<file path="src/rtl/xcvr_pkg.sv">
package xcvr_pkg;
  localparam int unsigned LANES = 4;
  localparam int unsigned SEL_W = $clog2(LANES);
endpackage

</file>
<file path="src/rtl/ce_lane_decode.sv">
module ce_lane_decode
  import xcvr_pkg::*;
(
  input  logic             clk_en_n,
  input  logic [SEL_W-1:0] ce_sel,
  output logic [LANES-1:0] ce_hit
);
  for (genvar g = 0; g < LANES; g++) begin : g_dec
    assign ce_hit[g] = ~clk_en_n & (ce_sel == SEL_W'(g));
  end
endmodule

</file>
<file path="src/rtl/lane_store.sv">
module lane_store #(
  parameter int unsigned DATA_W = 4
) (
  input  logic              clk,
  input  logic              rst_n,
  input  logic [DATA_W-1:0] a_data,
  input  logic              lat_en,
  input  logic              ce_hit,
  output logic [DATA_W-1:0] q,
  output logic [DATA_W-1:0] val
);
  logic              load;
  logic [DATA_W-1:0] q_nxt;

  always_comb begin
    load  = lat_en | ce_hit;
    q_nxt = load ? a_data : q;
  end

  always_ff @(posedge clk or negedge rst_n) begin
    if (!rst_n) q <= '0;
    else        q <= q_nxt;
  end

  assign val = lat_en ? a_data : q;
endmodule

</file>
<file path="src/rtl/lane_out_gate.sv">
module lane_out_gate #(
  parameter int unsigned DATA_W = 4
) (
  input  logic [DATA_W-1:0] val,
  input  logic              oe_all_n,
  input  logic              oe_n,
  output logic [DATA_W-1:0] data,
  output logic              drive
);
  always_comb begin
    drive = ~(oe_all_n | oe_n);
    data  = drive ? val : '0;
  end
endmodule

</file>
<file path="src/rtl/demux_reg_xcvr.sv">
module demux_reg_xcvr
  import xcvr_pkg::*;
#(
  parameter int unsigned DATA_W = 4
) (
  input  logic                    clk,
  input  logic                    rst_n,
  input  logic [DATA_W-1:0]       a_data,
  input  logic [LANES-1:0]        lat_en,
  input  logic                    clk_en_n,
  input  logic [SEL_W-1:0]        ce_sel,
  input  logic                    oe_all_n,
  input  logic [LANES-1:0]        oe_lane_n,
  output logic [LANES*DATA_W-1:0] b_data,
  output logic [LANES-1:0]        b_drive
);
  logic [LANES-1:0]             ce_hit;
  logic [LANES-1:0][DATA_W-1:0] lane_q;
  logic [LANES-1:0][DATA_W-1:0] lane_val;

  ce_lane_decode u_dec (
    .clk_en_n (clk_en_n),
    .ce_sel   (ce_sel),
    .ce_hit   (ce_hit)
  );

  for (genvar g = 0; g < LANES; g++) begin : g_lane
    lane_store #(.DATA_W(DATA_W)) u_store (
      .clk    (clk),
      .rst_n  (rst_n),
      .a_data (a_data),
      .lat_en (lat_en[g]),
      .ce_hit (ce_hit[g]),
      .q      (lane_q[g]),
      .val    (lane_val[g])
    );
    lane_out_gate #(.DATA_W(DATA_W)) u_gate (
      .val      (lane_val[g]),
      .oe_all_n (oe_all_n),
      .oe_n     (oe_lane_n[g]),
      .data     (b_data[g*DATA_W +: DATA_W]),
      .drive    (b_drive[g])
    );
  end
endmodule

</file>
<file path="config.mk">
export PLATFORM = sky130hd
export DESIGN_NAME = demux_reg_xcvr
export DESIGN_NICKNAME = d
export VERILOG_FILES = /design/src/rtl/xcvr_pkg.sv /design/src/rtl/ce_lane_decode.sv /design/src/rtl/lane_store.sv /design/src/rtl/lane_out_gate.sv /design/src/rtl/demux_reg_xcvr.sv
export SDC_FILE = /design/constraint.sdc
export NUM_CORES = 1
export LEC_CHECK = 0
export BUFFER_PORTS_ARGS = -buffer_cell sky130_fd_sc_hd__buf_2
export CORE_MARGIN = 3
export CORE_UTILIZATION = 52
export DETAILED_ROUTE_END_ITERATION = 8
export GPL_TIMING_DRIVEN = 0
export PLACE_DENSITY_LB_ADDON = 0.3
export SYNTH_ARGS = -nofsm -noshare
export SYNTH_HDL_FRONTEND = slang
export SYNTH_SLANG_ARGS = --single-unit
</file>
<file path="constraint.sdc">
create_clock -name clk -period 1.24 [get_ports clk]
set_input_delay 0.186 -clock clk [delete_from_list [all_inputs] [get_ports clk]]
set_output_delay 0.186 -clock clk [all_outputs]
set_load 0.05 [all_outputs]
</file>
# Word-level counts from Yosys, hierarchy flattened
# Cells that the tools add are included.
[classes]
bitwise = 17
n_mux = 8
n_reduce_logical = 1
multipliers = 0
div_mod_pow = 0
add_sub_neg = 0
shift = 0
eq_ne = 3
magnitude_cmp = 0
[op_table]
columns = ["operator", "count"]
rows = [
  ["$mux W4", 8],
  ["$or A1 B1 Y1", 8],
  ["$not A1 Y1", 5],
  ["$and A1 B1 Y1", 4],
  ["$eq A2 B2 Y1 const B", 2],
  ["$eq A2 B1 Y1 const B", 1],
  ["$logic_not A2 Y1", 1],
]
[word_totals]
mem_bits_ro = 0
ramBits = 0
n_memories = 0
register_bits = 16
output_inout_bits = 20
word_cells = 33
inputBits = 18
latch_bits = 0

# Logic depth before layout (Yosys ltp)
# Gate-level depths: netlist of run 1.
[depth]
word_depth = 3
depth_mapped = 3

# Cells and area by module
# Synthesis of run 1 repeated with hierarchy kept, for this count alone.
[hier_totals]
hier_cells = 76
hier_area_um2 = 1031.0
[modules_own_cells]
columns = ["module", "n_inst", "area_each_um2", "cells_each"]
rows = [
  ["lane_store", 4, 216.5, 13],
  ["lane_out_gate", 4, 33.8, 5],
  ["ce_lane_decode", 1, 30.0, 4],
]

# Least setup slack after synthesis of run 1
# No wires, ideal clock.
[synth_timing]
kind = "in2out"
startpoint = "input oe_lane_n[0]"
endpoint = "output b_data[0]"
t_required_ns = 1.054
n_path_buf = 0
path_stages = 2
arrival_time_ns = 1.284
slack_ns = -0.230
cell_sequence = "or2_2 a21oi_1"
[synth_via]
elab_chain_cells = 2
[synth_rtl]
columns = ["item", "line", "source"]
rows = [
  ["start: declaration", "demux_reg_xcvr.sv:13", "input logic [LANES-1:0] oe_lane_n,"],
  ["$or A1 B1 Y1", "lane_out_gate.sv:11", "drive = ~(oe_all_n | oe_n);"],
  ["$mux W4", "lane_out_gate.sv:12", "data = drive ? val : '0;"],
  ["end: declaration", "demux_reg_xcvr.sv:14", "output logic [LANES*DATA_W-1:0] b_data,"],
]
# No other way between the ends.

# Final worst setup path of run 1
[layout_timing]
startpoint = "register g_lane[3].u_store.q[2]"
endpoint = "output b_data[14]"
[layout_via]
elab_chain_cells = 2
[layout_rtl]
columns = ["item", "line", "source"]
rows = [
  ["start: declaration", "lane_store.sv:9", "output logic [DATA_W-1:0] q,"],
  ["start signal: assignment", "lane_store.sv:22", "else q <= q_nxt;"],
  ["$mux W4", "lane_store.sv:25", "assign val = lat_en ? a_data : q;"],
  ["$mux W4", "lane_out_gate.sv:12", ""],
]
# No other way between the ends.

==> impl_summary.log, run 1 <==
INFO  metric register_name_with_the_most_flops = g_lane.u_store.q
INFO  metric cts_sinks = 16
INFO  metric postPlaceCellArea = 0.00126 mm^2
INFO  metric final_min_period = 1230 ps
INFO  metric vdd.ir_drop.worst = 0.993 mV
INFO  metric result_of_the_run = finished clean
INFO  metric row_count = 15
INFO  metric timing.final.hold_violations = 0
INFO  metric yosys.area_share.adder = 0%
INFO  metric clock_skew = 0 ps
INFO  metric period_share = 99.3%
INFO  metric ctsHtreeMaxLevel = 1
INFO  metric min_path_type = input port to flip-flop
INFO  metric detailroute.via_count = 1068
INFO  metric clock_path_buffers = 2
INFO  metric cts_inserted_buffers = 3
INFO  metric part_of_the_yosys_area_used_for_sequential_elements = 37.6%
INFO  metric die_area = 0.00262 mm^2
INFO  metric dp.cells = 177
INFO  metric power_density = 905 mW/mm^2
INFO  metric setup.worst_path.start_class = flip-flop
INFO  metric detail_route.first_pass.iterations = 4
INFO  metric timing.reg2reg.setup_slack = 430 ps
INFO  metric timing.setup.tns = 0 ps
INFO  metric chipWidth = 51.2 um
INFO  metric root_buffer = clkbuf_4
INFO  metric synth_area = 0.00106 mm^2
INFO  metric io_pins = 38
INFO  metric yosys_register_bits = 16
INFO  metric hold_path_startpoint = lat_en[1]
INFO  metric syn_nets = 136
INFO  metric routed_wirelength = 2830 um
INFO  metric area.growth.synth_to_final = 38.5%
INFO  metric synth-compound-area-share = 18.8%
INFO  metric io_buf_count = 34
INFO  metric synthCells = 118
INFO  metric timing.final.max_slew_violations = 0
INFO  metric maxSlewHeadroom = 68.7%
INFO  metric hold-path-endpoint = g_lane[1].u_store.q[2]
INFO  metric vias_in_the_first_global_route = 1017
INFO  metric grt_pass1_wl = 4420 um
INFO  metric multi_input_gate_area = 643 um^2
INFO  metric holdPathStages = 3
INFO  metric global_route.usage.total = 22.1%
INFO  metric antenna_violating_nets_post_route = 0
INFO  metric die_h = 51.2 um
INFO  metric synth_area_per_cell = 9.01 um^2
INFO  metric routedWlPerCell = 15.4 um
INFO  metric p_leak = 0.000640 uW
INFO  metric gpl.final_weighted_congestion = 0.801
INFO  metric detailed_place_hpwl = 1910 um
INFO  metric critical_path.endpoint_type = primary output
INFO  metric grt_setup_unrepaired = yes
INFO  metric clkTransAtPathRegs = 100 ps
INFO  metric critPathMaxFanout = 2
INFO  metric grt.overflow.total = 0
INFO  metric r2r.worst_path.cells = 3
INFO  metric cp_data_arrival_time = 1050 ps
INFO  metric post_synth_xor_area_fraction = 0%
INFO  metric commonest_cells_after_routing_fill_and_taps_aside = 17 x buf_2, 16 x nand2_1, 16 x nand2b_1, 16 x o211ai_1, 16 x dfrtp_1
INFO  metric coreArea = 0.00182 mm^2
INFO  metric criticalPathCategory = flip-flop to primary output
INFO  metric synth_top_family_by_area = simple AND/OR/NAND/NOR gates
INFO  metric flip_flop_count_of_the_largest_register_after_layout = 16
INFO  metric finish.cell_count_without_fillers = 184
INFO  metric largest_regs = g_lane.u_store.q: 16 flops
INFO  metric post-route-cell-area = 0.00147 mm^2
INFO  metric antenna_found_initial = 0
INFO  metric max_cap_violations = 0
INFO  metric post_route_cells_drive_above_1_share = 42.8%
INFO  metric critical_path.reg2reg.endpoint = g_lane[2].u_store.q[3]
INFO  metric synth_simple_gate_area_share = 36.6%
INFO  metric max_slew.worst_pin.slew = 466 ps
INFO  metric drt_drc_violations_left = 0
INFO  metric initial_core_util = 58.4%
INFO  metric antenna_cells_inserted = 0
INFO  metric final_common_cell = buf_2
INFO  metric grt_max_degree = 17
INFO  metric setup_viol = 0
INFO  metric finish.net_count = 179
INFO  metric drt_first_iter_violations = 16
INFO  metric tritoncts_clock_tree = yes
INFO  metric sequential_cell_area_in_the_final_layout = 400 um^2
INFO  metric ys_warn_count = 0
INFO  metric ys_types = 17
INFO  metric via_per_inst = 5.80
INFO  metric fillcell_total = 131
INFO  metric clk-insertion-delay-late = 270 ps
INFO  metric achievable-frequency = 812 MHz
INFO  metric synth.area.mux_share = 0%
INFO  metric timing.hold.ws = 248 ps
INFO  metric cp_data_required_time = 1050 ps
INFO  metric reg2reg_from = g_lane[2].u_store.q[3]
-- critical path, stage by stage (launching register included) --
cell and delay, ps:
dfrtp_1 350, nand2b_1 80, a21oi_2 160, buf_6 180
-- cells in the mapped netlist --
cell	instances	area, um^2
a21oi_1	16	80.1
dfrtp_1	16	400
nand2_1	16	60.1
nand2b_1	16	100
o211ai_1	16	120
nand4bb_1	8	90.1
buf_4	4	30.0
inv_1	4	15.0
nand4b_1	4	35.0
or2_2	4	25.0
or4b_1	4	40.0
buf_2	3	15.0
clkbuf_2	2	10.0
nor3b_2	2	25.0
and3b_1	1	8.76
clkbuf_1	1	3.75
nor3_1	1	5.00
-- metal layers --
| metal | up-vias | global-route usage, % | part of all wire, % |
|---|---|---|---|
| met5 | - | 0 | 0 |
| met4 | 0 | 6.99 | 0.60 |
| met3 | 2 | 3.79 | 6.9 |
| met2 | 37 | 37.3 | 48 |
| met1 | 515 | 28.8 | 44 |
| li1 | 514 | - | - |
-- metrics by stage --
step	total power (uW)	setup WS (ps)	util (%)
floorplan	874	-230	-
global placement	977	-22.5	69.5
detailed placement	990	-36.5	69.5
CTS	1280	0.730	74.3
global route	1390	-43.1	80.9
finish	1330	8.74	80.9
-- cell families (layout without fill, tap and decap cells) --
group | Yosys count | count (layout)
DFF | 16 | 16
AOI/OAI and AO/OA | 32 | 32
buffers and inverters | 14 | 55
and+or+nand+nor | 56 | 56
-- where the power goes --
group	internal (uW)	switching, uW
clock	112	166
sequential	576	16.4
combinational	176	287
-- cell type report --
| type | count | share of cell area [%] |
|---|---|---|
| clock buffer | 3 | 1.53 |
| sequential | 16 | 27.2 |
| inverter | 4 | 1.02 |
| buffer | 10 | 3.99 |
| tap | 25 | 2.12 |
| timing repair buffer | 38 | 20.5 |
| multi-input combinational | 88 | 43.7 |
-- worst max-delay path by stage --
stage                       to  slack, ps  depth (start not counted)                    from
floorplan            b_data[0]       -230                          2            oe_lane_n[0]
global placement    b_data[10]        -20                          4                oe_all_n
detailed placement  b_data[10]        -40                          4                oe_all_n
CTS                 b_data[11]        0.7                          3  g_lane[2].u_store.q[3]
global route         b_data[5]        -40                          3  g_lane[1].u_store.q[1]
finish              b_data[14]          9                          3  g_lane[3].u_store.q[2]
-- repair_timing --
item,CTS,global route
hold buffers,1,0
endpoints found under the setup margin,19,17
resized for setup,21,27
hold endpoints to repair,16,0
pin swaps,6,6
setup buffers,0,3
Power figures use the tool's default switching activity.
==> run 2, diff against run 1 <==
--- a/config.mk
+++ b/config.mk
@@ -9,8 +9,8 @@
 export CORE_MARGIN = 3
 export CORE_UTILIZATION = 52
 export DETAILED_ROUTE_END_ITERATION = 8
-export GPL_TIMING_DRIVEN = 0
 export PLACE_DENSITY_LB_ADDON = 0.3
 export SYNTH_ARGS = -nofsm -noshare
 export SYNTH_HDL_FRONTEND = slang
+export SYNTH_HIERARCHICAL = 1
 export SYNTH_SLANG_ARGS = --single-unit
==> impl_summary.log, run 2 <==
INFO  metric gpl.final_weighted_congestion = 0.758 (-5.4%)
INFO  metric globalroute.repair_timing.worst_endpoint = b_data[5]
INFO  metric dp.cells = 143 (-19%)
INFO  metric clock_path_buffers = 2 (unchanged)
INFO  metric root_buffer = clkbuf_4
INFO  metric synth_most_common_cell = nor3b_1
INFO  metric result_of_the_run = aborted with a tool error
INFO  metric io_pins = 38 (unchanged)
INFO  metric chipWidth = 50.5 um (-1.4%)
INFO  metric io_buf_count = 37 (+8.8%)
INFO  metric ys_warn_count = 6 (+6)
INFO  metric cts_inserted_buffers = 3 (unchanged)
INFO  metric yosys_register_bits = 16 (unchanged)
INFO  metric failing_step = 5_1_grt
INFO  metric yosys_most_used_dff = dfrtp_1
INFO  metric part_of_the_yosys_area_used_for_sequential_elements = 38.8% (+1.2 points)
INFO  metric tool.error = [ERROR DPL-0038] Utilization greater than 100%, impossible to legalize
INFO  metric number_of_flops_mapped_to_enable_cells_by_yosys = 0 (unchanged)
INFO  metric synthCells = 76 (-36%)
INFO  metric initial_core_util = 57.2% (-1.2 points)
INFO  metric ys_types = 8 (-9)
INFO  metric yosysTopAreaCellShare = 38.8% (+1.2 points)
INFO  metric synth_area = 0.00103 mm^2 (-3.1%)
INFO  metric timing.worst_endpoint.kind = primary output
INFO  metric cts_sinks = 16 (unchanged)
INFO  metric row_count = 15 (unchanged)
INFO  metric synthTopCellsByArea = dfrtp_1 39%, mux2_4 23%, mux2_2 17%, nor3b_1 13%, nor2_4 4.4%
INFO  metric syn_nets = 94 (-31%)
INFO  metric die_h = 50.5 um (-1.4%)
INFO  metric detailed_place_hpwl = 1800 um (-5.6%)
INFO  metric ctsHtreeMaxLevel = 1 (unchanged)
INFO  metric synth_area_per_cell = 13.6 um^2 (+51%)
INFO  metric grt_max_degree = 21
INFO  metric synth_common_cells = 18 x nor3b_1, 16 x dfrtp_1, 16 x mux2_2, 16 x mux2_4
INFO  metric async_flop_share = 100% (unchanged)
INFO  metric synth.largest_area_cell = dfrtp_1
-- run 2: cell types whose count changed after synthesis, sizes merged, moves of 4 or more --
cell,delta
a21oi,-16
buf,-7
inv,-4
mux2,+32
nand2,-16
nand2b,-16
nand4b,-4
nand4bb,-8
nor2,+8
nor3b,+16
o211ai,-16
or2,-4
or4b,-4
-- run 2: kinds of logic after synthesis --
group	share of synthesized area, %
DFF	38.8
muxes	40.8
and+or+nand+nor	20.4
-- run 2: metrics by stage --
| stage | utilization [%] | TNS [ps] | setup WS [ps] | cell area [um^2] |
|---|---|---|---|---|
| floorplan | - | 0 | 118 | 1210 |
| detailed placement | 82.0 | 0 | 14.6 | 1480 |
| global placement | 82.0 | 0 | 30.1 | 1480 |
| CTS | 94.7 | -3160 | -215 | 1710 |
-- run 2: what timing repair did --
| item | in CTS |
|---|---|
| setup endpoints to repair | 16 |
| pin swaps | 0 |
| hold buffers | 1 |
| resized for setup | 34 |
| endpoints found under the hold margin | 16 |
| setup buffers | 10 |
==> run 3, diff against run 2 <==
--- a/config.mk
+++ b/config.mk
@@ -6,10 +6,10 @@
 export NUM_CORES = 1
 export LEC_CHECK = 0
 export BUFFER_PORTS_ARGS = -buffer_cell sky130_fd_sc_hd__buf_2
-export CORE_MARGIN = 3
-export CORE_UTILIZATION = 52
+export CORE_AREA = 3 3 64 66
 export DETAILED_ROUTE_END_ITERATION = 8
-export PLACE_DENSITY_LB_ADDON = 0.3
+export DIE_AREA = 0 0 67 69
+export PLACE_DENSITY_LB_ADDON = 0.15
 export SYNTH_ARGS = -nofsm -noshare
 export SYNTH_HDL_FRONTEND = slang
 export SYNTH_HIERARCHICAL = 1
==> impl_summary.log, run 3 <==
INFO  metric power.switching = 519 uW
INFO  metric vias_in_the_first_global_route = 871
INFO  metric via_per_inst = 4.48
INFO  metric tritoncts_clock_tree = yes
INFO  metric pre_cts_ws = -7.35 ps (-21.9 ps)
INFO  metric clock_path_buffers = 2 (unchanged)
INFO  metric final_common_cell = mux2_4
INFO  metric min_path_type = input port to flip-flop
INFO  metric hold-path-endpoint = g_lane[0].u_store/q[2]
INFO  metric async_flop_share = 100% (unchanged)
INFO  metric coreArea = 0.00363 mm^2
INFO  metric clkTransAtPathRegs = 70 ps
INFO  metric synth-compound-area-share = 0% (unchanged)
INFO  metric pwr-share-comb = 39.4%
INFO  metric yosys.area_share.adder = 0% (unchanged)
INFO  metric number_of_flops_mapped_to_enable_cells_by_yosys = 0 (unchanged)
INFO  metric yosysTopAreaCellShare = 38.8% (unchanged)
INFO  metric synth_simple_gate_area_share = 20.4% (unchanged)
INFO  metric power_density = 959 mW/mm^2
INFO  metric antenna_found_initial = 0
INFO  metric antenna_violating_nets_post_route = 0
INFO  metric met1_length = 1080 um
INFO  metric routed_wirelength = 2570 um
INFO  metric synth.area.mux_share = 40.8% (unchanged)
INFO  metric power = 1760 uW
INFO  metric synthTopCellsByArea = dfrtp_1 39%, mux2_4 23%, mux2_2 17%, nor3b_1 13%, nor2_4 4.4%
INFO  metric initial_core_util = 28.4% (-29 points)
INFO  metric p_sw_share = 29.6%
INFO  metric ys_warn_count = 6 (unchanged)
INFO  metric violated_checks = negative setup slack
INFO  metric holdPathStages = 2
INFO  metric gpl.final_weighted_congestion = 0.672 (-11%)
INFO  metric drt_drc_violations_left = 0
INFO  metric critical_path.reg2reg.endpoint = g_lane[3].u_store/q[2]
INFO  metric power_frac_clock = 26.1%
INFO  metric finalCoreUtilization = 50.4%
INFO  metric cp_data_arrival_time = 1210 ps
INFO  metric grt.overflow.total = 0
INFO  metric yosys_most_used_dff = dfrtp_1
INFO  metric drt_first_iter_violations = 13
INFO  metric synth_common_cells = 18 x nor3b_1, 16 x dfrtp_1, 16 x mux2_2, 16 x mux2_4
INFO  metric clock_skew = 0 ps
INFO  metric timing.reg2reg.setup_slack = 260 ps
INFO  metric timing.final.max_slew_violations = 0
INFO  metric p_leak = 0.000868 uW
INFO  metric register_name_with_the_most_flops = g_lane.u_store/q
INFO  metric detailed_place_hpwl = 1890 um (+5.1%)
INFO  metric grt_pass1_wl = 4140 um
INFO  metric routedWlPerCell = 13.6 um
INFO  metric syn_nets = 94 (unchanged)
INFO  metric detailroute.via_count = 847
INFO  metric finish.cell_count_without_fillers = 189
INFO  metric clk-insertion-delay-late = 240 ps
INFO  metric critPathMaxFanout = 2
INFO  metric topRoutingLayerUsed = met3
INFO  metric flip_flop_count_of_the_largest_register_after_layout = 16
INFO  metric post_synth_xor_area_fraction = 0% (unchanged)
INFO  metric global_route.usage.total = 11.5%
INFO  metric grt_setup_unrepaired = yes
INFO  metric antenna_cells_inserted = 0
INFO  metric die_h = 69 um (+37%)
INFO  metric achievable-frequency = 715 MHz
INFO  metric dp.cells = 170 (+19%)
INFO  metric maxSlewHeadroom = 75.0%
INFO  metric grt_max_degree = 21
INFO  metric io_pins = 38 (unchanged)
INFO  metric max_slew.worst_pin.slew = 374 ps
INFO  metric die_area = 0.00462 mm^2
INFO  metric hold_path_startpoint = a_data[2]
INFO  metric yosys_register_bits = 16 (unchanged)
INFO  metric critical_path.endpoint_type = primary output
INFO  metric io_buf_count = 37 (unchanged)
INFO  metric detail_route.first_pass.iterations = 2
INFO  metric row_count = 22 (+7)
INFO  metric cts_sinks = 16 (unchanged)
INFO  metric cts_inserted_buffers = 3 (unchanged)
INFO  metric post-route-worst-setup-slack = -158 ps
INFO  metric commonest_cells_after_routing_fill_and_taps_aside = 23 x mux2_4, 22 x buf_4, 21 x buf_2
INFO  metric cp_data_required_time = 1050 ps
INFO  metric synth_top_family_by_area = multiplexers
INFO  metric synth.largest_area_cell = dfrtp_1
INFO  metric synth_most_common_cell = nor3b_1
INFO  metric period_share = 113%
INFO  metric largest_regs = g_lane.u_store/q: 16 flops
INFO  metric criticalPathCategory = flip-flop to primary output
INFO  metric routed-wl-met3 = 123 um
INFO  metric final_min_period = 1400 ps
INFO  metric vdd.ir_drop.worst = 0.481 mV
INFO  metric setup.worst_path.start_class = flip-flop
INFO  metric reg2reg_from = g_lane[3].u_store/q[2]
INFO  metric synth_area_per_cell = 13.6 um^2 (unchanged)
INFO  metric internal_power = 1240 uW
INFO  metric timing.final.hold_violations = 0
INFO  metric power.share.sequential = 34.5%
INFO  metric ys_types = 8 (unchanged)
INFO  metric chipWidth = 67 um (+33%)
INFO  metric area.growth.synth_to_final = 77.8%
INFO  metric root_buffer = clkbuf_8
INFO  metric ctsHtreeMaxLevel = 1 (unchanged)
INFO  metric result_of_the_run = finished with violations
INFO  metric r2r.worst_path.cells = 3
INFO  metric synthCells = 76 (unchanged)
INFO  metric setup_viol = 16
INFO  metric post_route_cells_drive_above_1_share = 83.0%
INFO  metric synth_area = 0.00103 mm^2 (unchanged)
INFO  metric max_cap_violations = 0
INFO  metric finish.net_count = 160
INFO  metric wl_met2 = 1370 um
INFO  metric part_of_the_yosys_area_used_for_sequential_elements = 38.8% (unchanged)
==> run 3: cells by family after synthesis <==
| kind of cell | count (synthesis) |
|---|---|
| flip-flops | 16 |
| multiplexers | 32 |
| AND/OR/NAND/NOR | 28 |
==> run 3: cell type report <==
cell class | instances | area (um^2)
Clock buffer | 4 | 55.1
Tap cell | 48 | 60.1
Multi-Input combinational cell | 60 | 837
Fill cell | 343 | 1800
Sequential cell | 16 | 400
Timing Repair Buffer | 61 | 480
==> run 3: power by group through the flow <==
stage / sequential [uW] / clock (uW) / combinational, uW
6_report: 606 / 459 / 693
5_1_grt: 612 / 503 / 730
3_3_place_gp: 616 / 0 / 562
3_5_place_dp: 617 / 0 / 569
2_1_floorplan: 606 / 0 / 385
4_1_cts: 606 / 470 / 665
==> run 3: layer usage <==
metal  vias to the layer above  track usage, %
met5                         -               0
met3                         0            2.12
met2                        20            20.3
met4                         0           0.676
li1                        414               -
met1                       413            15.1
==> run 3: how the worst max path moves through the flow <==
stage                           startpoint         end  cells after the start
floorplan           g_lane[0].u_store/q[0]   b_data[0]                      2
global placement                 lat_en[2]  b_data[11]                      4
detailed placement               lat_en[2]  b_data[11]                      4
CTS                 g_lane[1].u_store/q[3]   b_data[7]                      3
global route        g_lane[1].u_store/q[3]   b_data[7]                      3
finish              g_lane[1].u_store/q[3]   b_data[7]                      3
==> run 3: worst max-delay path, cell delays in order, from the launching register on <==
cell	delay, ps
dfrtp_1	390
mux2_2	270
nor3b_4	150
buf_6	150
==> run 3: what timing repair did <==
| action | in CTS | in global routing |
|---|---|---|
| setup buffers | 9 | 5 |
| endpoints found under the setup margin | 16 | 16 |
| endpoints found under the hold margin | 16 | 0 |
| hold buffers | 1 | 0 |
| resized for setup | 35 | 4 |
==> run 3: stage by stage <==
step / hold WS, ps / setup TNS (ps) / cell area [um^2]
2_1_floorplan: -110 / 0 / 1210
3_3_place_gp: 118 / -4.88 / 1540
3_5_place_dp: 121 / -20.3 / 1540
4_1_cts: 310 / -2220 / 1780
5_1_grt: 312 / -2770 / 1830
6_report: 300 / -2140 / 1830
